$ cat config.mk
export PLATFORM = sky130hd
export DESIGN_NAME = mfd_top
export DESIGN_NICKNAME = d
export VERILOG_FILES = /design/src/rtl/mfd_pkg.sv /design/src/rtl/mfd_fmt_sel.sv /design/src/rtl/mfd_field_split.sv /design/src/rtl/mfd_assemble.sv /design/src/rtl/mfd_top.sv
export SDC_FILE = /design/constraint.sdc
export NUM_CORES = 1
export LEC_CHECK = 0
export ABC_AREA = 1
export BUFFER_PORTS_ARGS = -buffer_cell sky130_fd_sc_hd__buf_2
export CORE_ASPECT_RATIO = 0.6
export CORE_UTILIZATION = 58
export DETAILED_ROUTE_END_ITERATION = 8
export GPL_TIMING_DRIVEN = 0
export PLACE_DENSITY = 0.83
export SLEW_MARGIN = 20
export SYNTH_ARGS = -nofsm -noshare
export SYNTH_HDL_FRONTEND = slang
export SYNTH_SLANG_ARGS = --single-unit
$ cat constraint.sdc
create_clock -name clk -period 0.9 [get_ports clk]
set_input_delay 0.18 -clock clk [delete_from_list [all_inputs] [get_ports clk]]
set_output_delay 0.18 -clock clk [all_outputs]
set_load 0.01 [all_outputs]
$ cat src/rtl/mfd_pkg.sv
package mfd_pkg;

  localparam int CODE_W   = 8;
  localparam int DESC_W   = 32;
  localparam int FLD_W    = 4;
  localparam int BIAS_W   = 8;
  localparam int F32_W    = 32;
  localparam int F32_MAN  = 23;
  localparam int F32_EXP  = 8;
  localparam int F32_BIAS = 127;
  localparam int POS_W    = $clog2(CODE_W);
  localparam int NAMED_N  = 7;

  typedef enum logic [1:0] {
    RULE_PLAIN,
    RULE_OPEN_E4M3,
    RULE_OPEN_E5M2,
    RULE_UZERO
  } rule_e;

  typedef struct packed {
    logic [FLD_W-1:0]         ew;
    logic [FLD_W-1:0]         mw;
    logic signed [BIAS_W-1:0] bias;
    rule_e                    rule;
    logic                     bad;
  } fmt_t;

  function automatic fmt_t mk_fmt(input int ew, input int mw, input int bias, input rule_e rule);
    fmt_t f;
    f.ew   = FLD_W'(ew);
    f.mw   = FLD_W'(mw);
    f.bias = BIAS_W'(bias);
    f.rule = rule;
    f.bad  = 1'b0;
    return f;
  endfunction

endpackage

$ cat src/rtl/mfd_fmt_sel.sv
module mfd_fmt_sel
  import mfd_pkg::*;
(
  input  logic [DESC_W-1:0] desc,
  output fmt_t              fmt
);

  logic [8:0] bias_room;
  logic [4:0] width_sum;

  always_comb begin
    fmt       = mk_fmt(0, 0, 0, RULE_PLAIN);
    bias_room = {2'b00, desc[14:8]} + {5'b00000, desc[7:4]};
    width_sum = {1'b0, desc[3:0]} + {1'b0, desc[7:4]};
    if (desc[DESC_W-1]) begin
      fmt.ew   = desc[3:0];
      fmt.mw   = desc[7:4];
      fmt.bias = desc[15:8];
      fmt.rule = RULE_PLAIN;
      fmt.bad  = (desc[3:0] == 4'd0) || (width_sum > 5'(CODE_W-1)) ||
                 desc[15] || (bias_room > 9'd127);
    end else begin
      case (desc[DESC_W-2:0])
        31'd0:   fmt = mk_fmt(4, 3, 7,  RULE_OPEN_E4M3);
        31'd1:   fmt = mk_fmt(5, 2, 15, RULE_OPEN_E5M2);
        31'd2:   fmt = mk_fmt(4, 3, 8,  RULE_UZERO);
        31'd3:   fmt = mk_fmt(5, 2, 16, RULE_UZERO);
        31'd4:   fmt = mk_fmt(2, 3, 1,  RULE_PLAIN);
        31'd5:   fmt = mk_fmt(3, 2, 3,  RULE_PLAIN);
        31'd6:   fmt = mk_fmt(2, 1, 1,  RULE_PLAIN);
        default: fmt.bad = 1'b1;
      endcase
    end
  end

endmodule

$ cat src/rtl/mfd_field_split.sv
module mfd_field_split
  import mfd_pkg::*;
(
  input  logic [CODE_W-1:0] code,
  input  fmt_t              fmt,
  output logic              sign,
  output logic [CODE_W-1:0] expo,
  output logic [CODE_W-1:0] mant,
  output logic              expo_top,
  output logic              mant_full,
  output logic              sign_only
);

  logic [4:0]        sign_pos;
  logic [4:0]        width;
  logic [15:0]       code_mask;
  logic [15:0]       e_mask;
  logic [15:0]       m_mask;
  logic [CODE_W-1:0] c;
  logic [CODE_W-1:0] shifted;

  always_comb begin
    sign_pos  = {1'b0, fmt.ew} + {1'b0, fmt.mw};
    width     = sign_pos + 5'd1;
    code_mask = (16'd1 << width) - 16'd1;
    e_mask    = (16'd1 << fmt.ew) - 16'd1;
    m_mask    = (16'd1 << fmt.mw) - 16'd1;
    c         = code & code_mask[CODE_W-1:0];
    shifted   = c >> sign_pos;
    sign      = shifted[0];
    expo      = (c >> fmt.mw) & e_mask[CODE_W-1:0];
    mant      = c & m_mask[CODE_W-1:0];
    expo_top  = (expo == e_mask[CODE_W-1:0]);
    mant_full = (mant == m_mask[CODE_W-1:0]);
    sign_only = (c == {1'b1, {(CODE_W-1){1'b0}}});
  end

endmodule

$ cat src/rtl/mfd_assemble.sv
module mfd_assemble
  import mfd_pkg::*;
(
  input  fmt_t              fmt,
  input  logic              sign,
  input  logic [CODE_W-1:0] expo,
  input  logic [CODE_W-1:0] mant,
  input  logic              expo_top,
  input  logic              mant_full,
  input  logic              sign_only,
  output logic [F32_W-1:0]  bits
);

  localparam logic [F32_EXP-1:0] EXP_ONES = '1;
  localparam logic [F32_MAN-1:0] QUIET    = {1'b1, {(F32_MAN-1){1'b0}}};

  logic [CODE_W-1:0]         sig;
  logic [POS_W-1:0]          pos;
  logic [CODE_W-1:0]         eff;
  logic signed [10:0]        bexp;
  logic [F32_MAN+CODE_W-1:0] frac_wide;
  logic [F32_W-1:0]          nan_w;
  logic [F32_W-1:0]          inf_w;

  always_comb begin
    sig = (expo != '0) ? ((CODE_W'(1) << fmt.mw) | mant) : mant;
    pos = '0;
    for (int i = 0; i < CODE_W; i++) begin
      if (sig[i]) pos = POS_W'(i);
    end
    eff  = (expo != '0) ? expo : CODE_W'(1);
    bexp = $signed({3'b000, eff})
         - $signed({{3{fmt.bias[BIAS_W-1]}}, fmt.bias})
         - $signed({7'b0000000, fmt.mw})
         + $signed({8'b00000000, pos})
         + 11'sd127;
    frac_wide = {{F32_MAN{1'b0}}, sig} << (5'(F32_MAN) - {2'b00, pos});
    nan_w = {sign, EXP_ONES, QUIET};
    inf_w = {sign, EXP_ONES, {F32_MAN{1'b0}}};

    if (fmt.bad)
      bits = '0;
    else if (fmt.rule == RULE_UZERO && sign_only)
      bits = nan_w;
    else if (fmt.rule == RULE_OPEN_E4M3 && expo_top && mant_full)
      bits = nan_w;
    else if (fmt.rule == RULE_OPEN_E5M2 && expo_top)
      bits = (mant == '0) ? inf_w : nan_w;
    else if (sig == '0)
      bits = {sign, {(F32_W-1){1'b0}}};
    else
      bits = {sign, bexp[F32_EXP-1:0], frac_wide[F32_MAN-1:0]};
  end

endmodule

$ cat src/rtl/mfd_top.sv
module mfd_top
  import mfd_pkg::*;
#(
  parameter bit REG_OUT = 1'b1
) (
  input  logic              clk,
  input  logic              rst_n,
  input  logic              in_valid,
  input  logic [CODE_W-1:0] in_code,
  input  logic [DESC_W-1:0] in_desc,
  output logic              out_valid,
  output logic [F32_W-1:0]  out_bits,
  output logic              out_err
);

  fmt_t              fmt;
  logic              f_sign;
  logic [CODE_W-1:0] f_expo;
  logic [CODE_W-1:0] f_mant;
  logic              f_expo_top;
  logic              f_mant_full;
  logic              f_sign_only;
  logic [F32_W-1:0]  dec_bits;

  mfd_fmt_sel u_sel (
    .desc (in_desc),
    .fmt  (fmt)
  );

  mfd_field_split u_split (
    .code      (in_code),
    .fmt       (fmt),
    .sign      (f_sign),
    .expo      (f_expo),
    .mant      (f_mant),
    .expo_top  (f_expo_top),
    .mant_full (f_mant_full),
    .sign_only (f_sign_only)
  );

  mfd_assemble u_asm (
    .fmt       (fmt),
    .sign      (f_sign),
    .expo      (f_expo),
    .mant      (f_mant),
    .expo_top  (f_expo_top),
    .mant_full (f_mant_full),
    .sign_only (f_sign_only),
    .bits      (dec_bits)
  );

  generate
    if (REG_OUT) begin : g_reg
      logic             valid_q, valid_d;
      logic [F32_W-1:0] bits_q, bits_d;
      logic             err_q, err_d;

      always_comb begin
        valid_d = in_valid;
        bits_d  = bits_q;
        err_d   = err_q;
        if (in_valid) begin
          bits_d = dec_bits;
          err_d  = fmt.bad;
        end
      end

      always_ff @(posedge clk or negedge rst_n) begin
        if (!rst_n) begin
          valid_q <= 1'b0;
          bits_q  <= '0;
          err_q   <= 1'b0;
        end else begin
          valid_q <= valid_d;
          bits_q  <= bits_d;
          err_q   <= err_d;
        end
      end

      assign out_valid = valid_q;
      assign out_bits  = bits_q;
      assign out_err   = err_q;
    end else begin : g_comb
      assign out_valid = in_valid;
      assign out_bits  = dec_bits;
      assign out_err   = fmt.bad;
    end
  endgenerate

endmodule

==> impl_results.md, run 1 <==
* DP Wirelength at 9040 µm
* Pre-Repair DR Iteration Count at 9
* Met3 routed WL at 1930 µm
* Synth top area share at 12.5%
* Peak VDD IR at 1.29 mV
* Status: finished, violations left
* Via density at 5.97
* Unrepaired setup endpoints after global routing: true
* Vias at 5146
* F_max at 146 MHz
* Starting density of the core at 61.7%
* CP Launch Point: in_desc[7]
* Row Count at 22
* Final nets at 859
* CTS tree: yes
* Final Hold Vio Count at 0
* Cells after Synth at 609
* Async SR Flop Fraction at 100%
* Fin crit period at 6860 ps
* Post-synth EDFFs at 0
* Most instantiated cells after synthesis: nand2_1, inv_1, nor2_1, nand3_1, ha_1
* Worst path top cell family by delay: simple AND/OR/NAND/NOR gates
* Final hold slack at 80.2 ps
* Global placer's final weighted congestion at 0.953
* Gr ovfl total at 0
* Maximum number of pins on one net before global-route repair at 19
* Die width at 108 µm
* CP Launch Type: input port
* Die area at 7020 µm²
* Placeable Area at 6280 µm²
* WP depth at 46
* I/O Buffers at 60
* Worst Max-Slew Pin Slew at 712 ps
* Initial drt markers at 675
* Chip height at 65.3 µm
* WL final at 14400 µm
* Count leader, synth: nand2_1
* R2r worst-path depth at 2
* Final setup vio count at 35
* Synth Flop Type: dfrtp_1
* Area delta synth->final at 41.9%
* DR top layer: met4
* Drt wl/cell at 16.7 µm
* Register-to-Register Setup Slack at 70 ps
* Bufs on Longest Clock Path at 2
* Max-Cap Viols at 0
* Syn_area_per_cell at 6.36 µm²
* DRC errors left at 0
* Initial antenna violation count at 0
* Cell area after synthesis at 3870 µm²
* Yosys reg bits at 18
* Worst setup EP type: register
* Arrival time worst endpoint at 7050 ps
* Vias in the first global route at 4400
* Biggest area consumer among synthesized cells: nand2_1
* Worst Path Required at 1090 ps
* Final period util at 762%
* Leak at 2.87 nW
* Critical R2R Capture: out_bits[18]
* CTS buffer count at 3
* Hold path depth at 1
* Met2 WL at 6260 µm
* Top Ports at 77
* Clk sinks at 18
* Max-slew violations at 0
* First-pass GRT wire length at 20700 µm
* Synth warn at 0
* Clk root buf: clkbuf_8
* Crit path largest cell delay at 480 ps
* Hold path start: in_valid
* Synth unique cells at 53
* Post-Route M1 WL at 5600 µm
* Total power at 0.00852 W
* Clk_skew at 0 ps
* DRT antenna net count at 0
* Worst-Skew Late Latency at 260 ps
* Total GRT Usage at 37.6%
* Hold endpoint: out_valid
* Power per cell area at 1550 nW/µm²
* Clk slew on worst S/H paths at 70 ps
* Slowest-stage cell, CP: fa_2
* Sequential share of the synthesized area at 11.6%
* Failing checks: setup timing
* Hold Crit Class: input port to register
* CP Max Fanout at 8
* Worst Setup Slack, final at -5960 ps
* Worst slew margin at 52.4%
* Critical R2R Launch: out_bits[18]
* Max H-tree Level at 1
* WP buf/inv at 8
* WS Path Type: input port to register
* Synth top area cells: nand2_1, dfrtp_1, ha_1, nand3_1, inv_1
* Ant. Diodes at 0
* Layout cells sized above 1 at 43.8%
==> per-layer routing <==
layer,vias up,GRT usage [%]
met5,-,0
li1,2307,-
met2,418,61.4
met1,2330,49.7
met3,91,10.0
met4,0,9.08
==> metrics by stage <==
step,cells,setup TNS (ps),cell area (µm²),setup slack [ps],utilization [%]
6_report,862,-91150,5500,-5960,87.6
5_1_grt,862,-95700,5500,-6270,87.6
4_1_cts,833,-84600,5100,-5780,81.3
3_5_place_dp,768,-83930,4410,-6610,70.3
3_3_place_gp,768,-82280,4410,-6360,70.3
2_1_floorplan,624,-69650,4010,-5530,-
==> cell families after synthesis <==
logic type | count (synthesis) | share of synthesized area [%]
simple gates | 352 | 45.8
fa+ha+maj | 37 | 13.5
flops | 18 | 11.6
mux | 1 | 0.258
compound gates | 79 | 13.3
other cells | 1 | 0.0968
buf+inv | 110 | 12.7
xor+xnor | 11 | 2.68
==> final cells by class <==
cell class	count	area, µm²
Multi-Input combinational cell	497	3380
Tap cell	84	105
Buffer	23	164
Fill cell	330	776
Sequential cell	18	450
Clock buffer	4	55.1
Timing Repair Buffer	149	996
Inverter	87	349
==> what timing repair did <==
action                                  4_1_cts  5_1_grt
hold endpoints to repair                     18        0
buffers inserted                             59       29
hold buffers                                  1        0
pin swaps                                    53       49
endpoints found under the setup margin       35       35
gates resized for setup                      43       47
cloned                                        1        0
==> placed cells by master, fill, tap and decap left out, types with 3 or more instances in the layout <==
master,n
a21oi_1,12
a21oi_2,7
a22o_1,5
a31oi_1,3
buf_2,58
buf_4,104
buf_6,6
clkbuf_1,3
clkbuf_8,4
conb_1,16
dfrtp_1,18
fa_1,5
fa_2,3
ha_1,25
ha_4,4
inv_1,62
inv_2,17
inv_4,5
nand2_1,112
nand2_2,44
nand2_4,7
nand3_1,44
nand3_2,20
nand3_4,6
nand3b_1,3
nand4_1,5
nor2_1,63
nor2_2,12
nor2_4,14
nor3_1,9
nor3_2,6
o2111ai_1,4
o211ai_1,3
o21ai_0,9
o21ai_1,14
o21ai_2,8
xnor2_1,4
xor2_1,6
==> sequential cells by signal, summed over array words and instances (netlist names) <==
signal	count
out_bits	16
out_err	1
out_valid	1
==> worst max-delay path by stage <==
stage,end,slack (ps)
4_1_cts,out_bits[30],-5780
2_1_floorplan,out_bits[30],-5530
3_3_place_gp,out_bits[30],-6360
6_report,out_bits[30],-5960
5_1_grt,out_bits[30],-6270
3_5_place_dp,out_bits[30],-6610
==> power breakdown <==
part | internal [W] | switching [W] | total, W
combinational | 0.00300 | 0.00398 | 0.00697
clock | 0.000389 | 0.000283 | 0.000672
sequential | 0.000853 | 0.0000240 | 0.000877
Note: power is estimated with default switching activity, not from simulation.
==> run 2, diff against run 1 <==
CELL_PAD_IN_SITES_DETAIL_PLACEMENT = 1   (was default)
CELL_PAD_IN_SITES_GLOBAL_PLACEMENT = 2   (was default)
CORE_UTILIZATION = 30   (was 58)
PLACE_DENSITY = default   (was 0.83)
PLACE_DENSITY_LB_ADDON = 0.1   (was default)
==> run 2 against run 1 <==
Net effect: utilization fell by 42 points; critical path depth rose by 6; fmax fell by 0.30%; combinational power fell by 0.6%; flip-flop and latch count did not move; clock skew did not move; worst setup slack got worse by 21 ps; largest power group unchanged; the run still ends with setup timing left; final area rose by 1.3%; total power rose by 3.3%; hold slack improved by 29 ps; register-to-register slack got worse by 30 ps.
==> impl_results.md, run 2 (same netlist as run 1, synthesis figures left out) <==
* CP Launch Type: input port
* Sequential cell area at 450 µm²
* Status: finished, violations left
* # fillers at 1629
* Drt wl/cell at 16.0 µm
* Final Instance Area at 5570 µm²
* Final nets at 846
* Die area at 13400 µm²
* Initial drt markers at 197
* Clk root buf: clkbuf_16
* First-pass GRT wire length at 23500 µm
* Max-slew violations at 0
* Placed instance area at 4510 µm²
* Most frequent cells in the layout: nand2_1, buf_4, inv_1, nor2_1, buf_2
* Fin crit period at 6880 ps
* Placeable Area at 12300 µm²
* Ant. Diodes at 0
* Worst Path Required at 1080 ps
* I/O Buffers at 60
* Starting density of the core at 31.4%
* DRC errors left at 0
* Combinational power share at 78.7%
* Via density at 4.88
* Worst Setup Slack, final at -5980 ps
* Clock group share of total power at 11.4%
* CP Max Fanout at 7
* Sw Ratio at 48.2%
* DP Wirelength at 11800 µm
* Initial antenna violation count at 0
* Clk_skew at 0 ps
* Util after Layout at 45.2%
* Failing checks: setup timing
* Flop pwr share at 9.9%
* Vias in the first global route at 4508
* Layout cells sized above 1 at 42.2%
* Die width at 149 µm
* P_sw at 0.00424 W
* Power per cell area at 1580 nW/µm²
* Clk sinks at 18
* Area delta synth->final at 43.8%
* Bufs on Longest Clock Path at 2
* Final period util at 765%
* CTS buffer count at 3
* Final Hold Vio Count at 0
* Final setup vio count at 35
* WS Path Type: input port to register
* Pre-CTS setup slack at -6860 ps
* Total power at 0.00881 W
* DRT antenna net count at 0
* Vias at 4538
* Max H-tree Level at 1
* Int Pwr at 0.00456 W
* Most frequent CP cell: nand2_1
* Global placer's final weighted congestion at 0.874
* Worst Max-Slew Pin Slew at 784 ps
* Worst setup EP type: register
* Row Count at 31
* Multi-input combinational cell area at 3390 µm²
* Maximum number of pins on one net before global-route repair at 19
* Peak VDD IR at 0.812 mV
* Chip height at 90.0 µm
* Slowest-stage cell, CP: fa_1
* Pre-Repair DR Iteration Count at 4
* WL final at 14900 µm
* Arrival time worst endpoint at 7060 ps
* Worst-Skew Late Latency at 250 ps
* Hold Crit Class: input port to register
* F_max at 145 MHz
* Max-Cap Viols at 0
* Leak at 2.88 nW
* Total GRT Usage at 22.1%
* Max reg flops at 16
* Unrepaired setup endpoints after global routing: true
* Gr ovfl total at 0
* CTS tree: yes
* Crit path largest cell delay at 490 ps
* Worst slew margin at 47.6%
* Commonest non-fill, non-tap cell in the layout: nand2_1
* Top Ports at 77
* Clk slew on worst S/H paths at 50 ps
==> run 2: cell types whose count changed in the layout (fill, tap and decap cells not counted), moves of 4 or more <==
cell and delta:
buf_4 -21, nand2_2 -7, nand2_4 +6, buf_6 +4
nor3_2 -4
==> run 2: worst paths after layout <==
check	slack, ps	end	start	cells past startpoint
worst max-delay path	-5980	out_bits[30]	in_desc[29]	52
worst min-delay path	110	out_valid	in_valid	1
worst max register to register	40	out_err	out_err	4
min in group asynchronous	410	out_bits[23]	rst_n	2
worst min register to register	470	out_bits[20]	out_bits[20]	2
max in group asynchronous	190	out_bits[25]	rst_n	2
==> run 2: stage by stage <==
stage          hold WS [ps]  setup TNS [ps]  instances
3_5_place_dp            146          -89350        849
2_1_floorplan          -116          -69650        624
5_1_grt                 108          -85970        930
4_1_cts                88.8          -79340        898
3_3_place_gp            132          -86480        849
6_report                109          -80360        930
==> run 2: layer usage <==
layer  share of wire (%)  wire length [µm]  global-route usage, %  vias up
met5                   0                 0                      0        -
met4                0.44                65                   2.41        0
met3                 4.2               624                   2.89        6
met2                  42              6270                   32.4       92
met1                  53              7930                   34.5     2171
li1                    -                 -                      -     2269
==> run 2: critical path: cells and delay by family <==
family	cells	cell delay (ps)
and+or+nand+nor	30	3010
adders and majority gates	6	1830
xor gates and xnor gates	2	390
AOI/OAI and AO/OA	7	930
buffers and inverters	7	660
==> run 2: power groups by stage <==
stage               clock [W]  combinational (W)  sequential, W
global route          0.00107            0.00764       0.000880
global placement            0            0.00503       0.000887
finish                0.00100            0.00693       0.000875
CTS                   0.00104            0.00631       0.000874
detailed placement          0            0.00518       0.000890
floorplan                   0            0.00386       0.000912
==> run 2: cell type report <==
type	instances	share of cell area, %
plain buffers	23	2.96
clock buffers	4	1.59
inverters	87	6.31
multi-input cells	497	60.9
flip-flops and latches	18	8.08
well taps	165	3.70
repair buffers	136	16.5
==> run 2: what timing repair did <==
item / 4_1_cts / 5_1_grt
resized for setup: 53 / 48
cloned: 1 / 1
hold endpoints to repair: 18 / 0
pin swaps: 45 / 41
setup endpoints to repair: 35 / 35
buffers inserted: 44 / 32
hold buffers: 1 / 0
==> run 3, diff against run 2 <==
clock period = 7.7 ns   (was 0.9 ns; I/O delays follow)
==> run 3 against run 2 <==
Net effect: clock power decreased by 88%; die area unchanged; the flow still finishes with violations (setup timing); sequential share of layout area increased by 0.47 points; worst setup slack improved by 5500 ps; critical endpoint unchanged.
==> impl_results.md, run 3 (same netlist as run 1, synthesis figures left out) <==
* CTS buffer count at 3
* CTS tree: yes
* Worst slew margin at 53.4%
* DRT antenna net count at 0
* # fillers at 1627
* F_max at 122 MHz
* Max reg flops at 16
* Hold Crit Class: register to register
* Power per cell area at 185 nW/µm²
* I/O Buffers at 60
* Final std cells w/o fill at 909
* Initial antenna violation count at 0
* DRC errors left at 0
* Worst setup EP type: register
* Worst-Skew Late Latency at 250 ps
* Max H-tree Level at 1
* Total GRT Usage at 21.6%
* Die area at 13400 µm²
* Initial drt markers at 156
* Row Count at 31
* Post-Place Cells at 849
* Max-Cap Viols at 0
* CP Launch Type: input port
* Starting density of the core at 31.4%
* Placeable Area at 12300 µm²
* Clk sinks at 18
* Ant. Diodes at 0
* First-pass GRT wire length at 23100 µm
* Most frequent cells in the layout: nand2_1, buf_4, inv_1, nor2_1, buf_2
* Gr ovfl total at 0
* Vias in the first global route at 4479
* Global placer's final weighted congestion at 0.877
* Drt wl/cell at 15.6 µm
* Slowest-stage cell, CP: fa_2
* Peak VDD IR at 0.104 mV
* Bufs on Longest Clock Path at 2
* Final nets at 825
* Chip height at 90.0 µm
* Fin crit period at 8210 ps
* Clk root buf: clkbuf_16
* Clk slew on worst S/H paths at 50 ps
* Pre-Repair DR Iteration Count at 4
* Unrepaired setup endpoints after global routing: true
* Clk_skew at 0 ps
* Area delta synth->final at 35.8%
* Most frequent CP cell: nand2_2
* Maximum number of pins on one net before global-route repair at 19
* Worst Max-Slew Pin Slew at 696 ps
* Status: finished, violations left
* Worst Path Required at 7880 ps
* Die width at 149 µm
* Commonest non-fill, non-tap cell in the layout: nand2_1
* Final setup vio count at 5
* Pre-CTS setup slack at -1470 ps
* DP Wirelength at 11400 µm
* Final period util at 107%
* Layout cells sized above 1 at 38.8%
* WS Path Type: input port to register
* Crit path largest cell delay at 480 ps
* WL final at 14200 µm
* Vias at 4408
* Max-slew violations at 0
* Final Hold Vio Count at 0
* Top Ports at 77
* Worst Setup Slack, final at -511 ps
* Failing checks: setup timing
* Leak at 2.72 nW
* Arrival time worst endpoint at 8390 ps
* CP Max Fanout at 8
* Via density at 4.85
-- run 3: changes by cell type in the layout (fill, tap and decap cells not counted), moves of 3 or more --
cell	before	now
o21ai_0	8	13
buf_4	83	70
buf_6	10	4
nand3_1	43	46
nand2_1	113	117
nor3_4	3	0
inv_1	64	67
nor3_2	2	6
a21oi_2	7	4
nand3_4	4	1
a21oi_1	12	15
inv_2	16	13
o21ai_1	15	12
-- run 3: worst paths after layout --
| path | cells after the start | from | slack [ps] | end |
|---|---|---|---|---|
| worst max-delay path | 51 | in_desc[29] | -510 | out_bits[30] |
| worst min-delay path | 2 | out_bits[20] | 470 | out_bits[20] |
| worst max register to register | 1 | out_bits[28] | 6980 | out_bits[28] |
| worst min register to register | 2 | out_bits[20] | 470 | out_bits[20] |
| max in group asynchronous | 1 | rst_n | 6170 | out_bits[24] |
| min in group asynchronous | 1 | rst_n | 1220 | out_bits[28] |
-- run 3: power breakdown --
group	switching, W	internal, W
registers	0.00000253	0.0000998
clock network	0.0000382	0.0000792
logic	0.000434	0.000317
total	0.000475	0.000496
-- run 3: layout make-up --
type / instances / area [µm²] / area share [%]
buffer: 23 / 165 / 3.14
multi-input combinational: 497 / 3290 / 62.4
tap: 165 / 206 / 3.92
clock buffer: 4 / 88.8 / 1.69
sequential: 18 / 450 / 8.56
inverter: 87 / 343 / 6.51
timing repair buffer: 115 / 723 / 13.7
-- run 3: metrics by stage --
stage	power (W)	setup TNS (ps)	cell area (µm²)	utilization [%]	hold WS, ps
2_1_floorplan	0.000536	-139	3970	-	515
3_3_place_gp	0.000669	-4850	4470	36.3	459
3_5_place_dp	0.000683	-5780	4470	36.3	464
4_1_cts	0.000889	-1090	4920	39.9	479
5_1_grt	0.00106	-3720	5260	42.7	508
6_report	0.000971	-1470	5260	42.7	474
-- run 3: critical path, delay by kind of cell --
| family | cells | cell delay [ps] |
|---|---|---|
| buffers and inverters | 11 | 1130 |
| adders and majority gates | 5 | 1640 |
| AOI/OAI and AO/OA | 8 | 1100 |
| and+or+nand+nor | 25 | 2600 |
| xor gates and xnor gates | 2 | 380 |
-- run 3: routing by layer --
layer  global-route usage (%)  up-vias  share of wire [%]
li1                         -     2222                  -
met5                        0        -                  0
met2                     31.7       93                 41
met3                     3.30       10                4.4
met4                     2.23        0               0.72
met1                     33.5     2083                 54
-- run 3: what timing repair did --
action / in CTS / in global routing
endpoints found under the setup margin: 7 / 6
pin swaps: 42 / 37
hold buffers: 0 / 0
resized for setup: 37 / 38
gates cloned: 1 / 0
buffers inserted: 30 / 25
endpoints found under the hold margin: 0 / 0
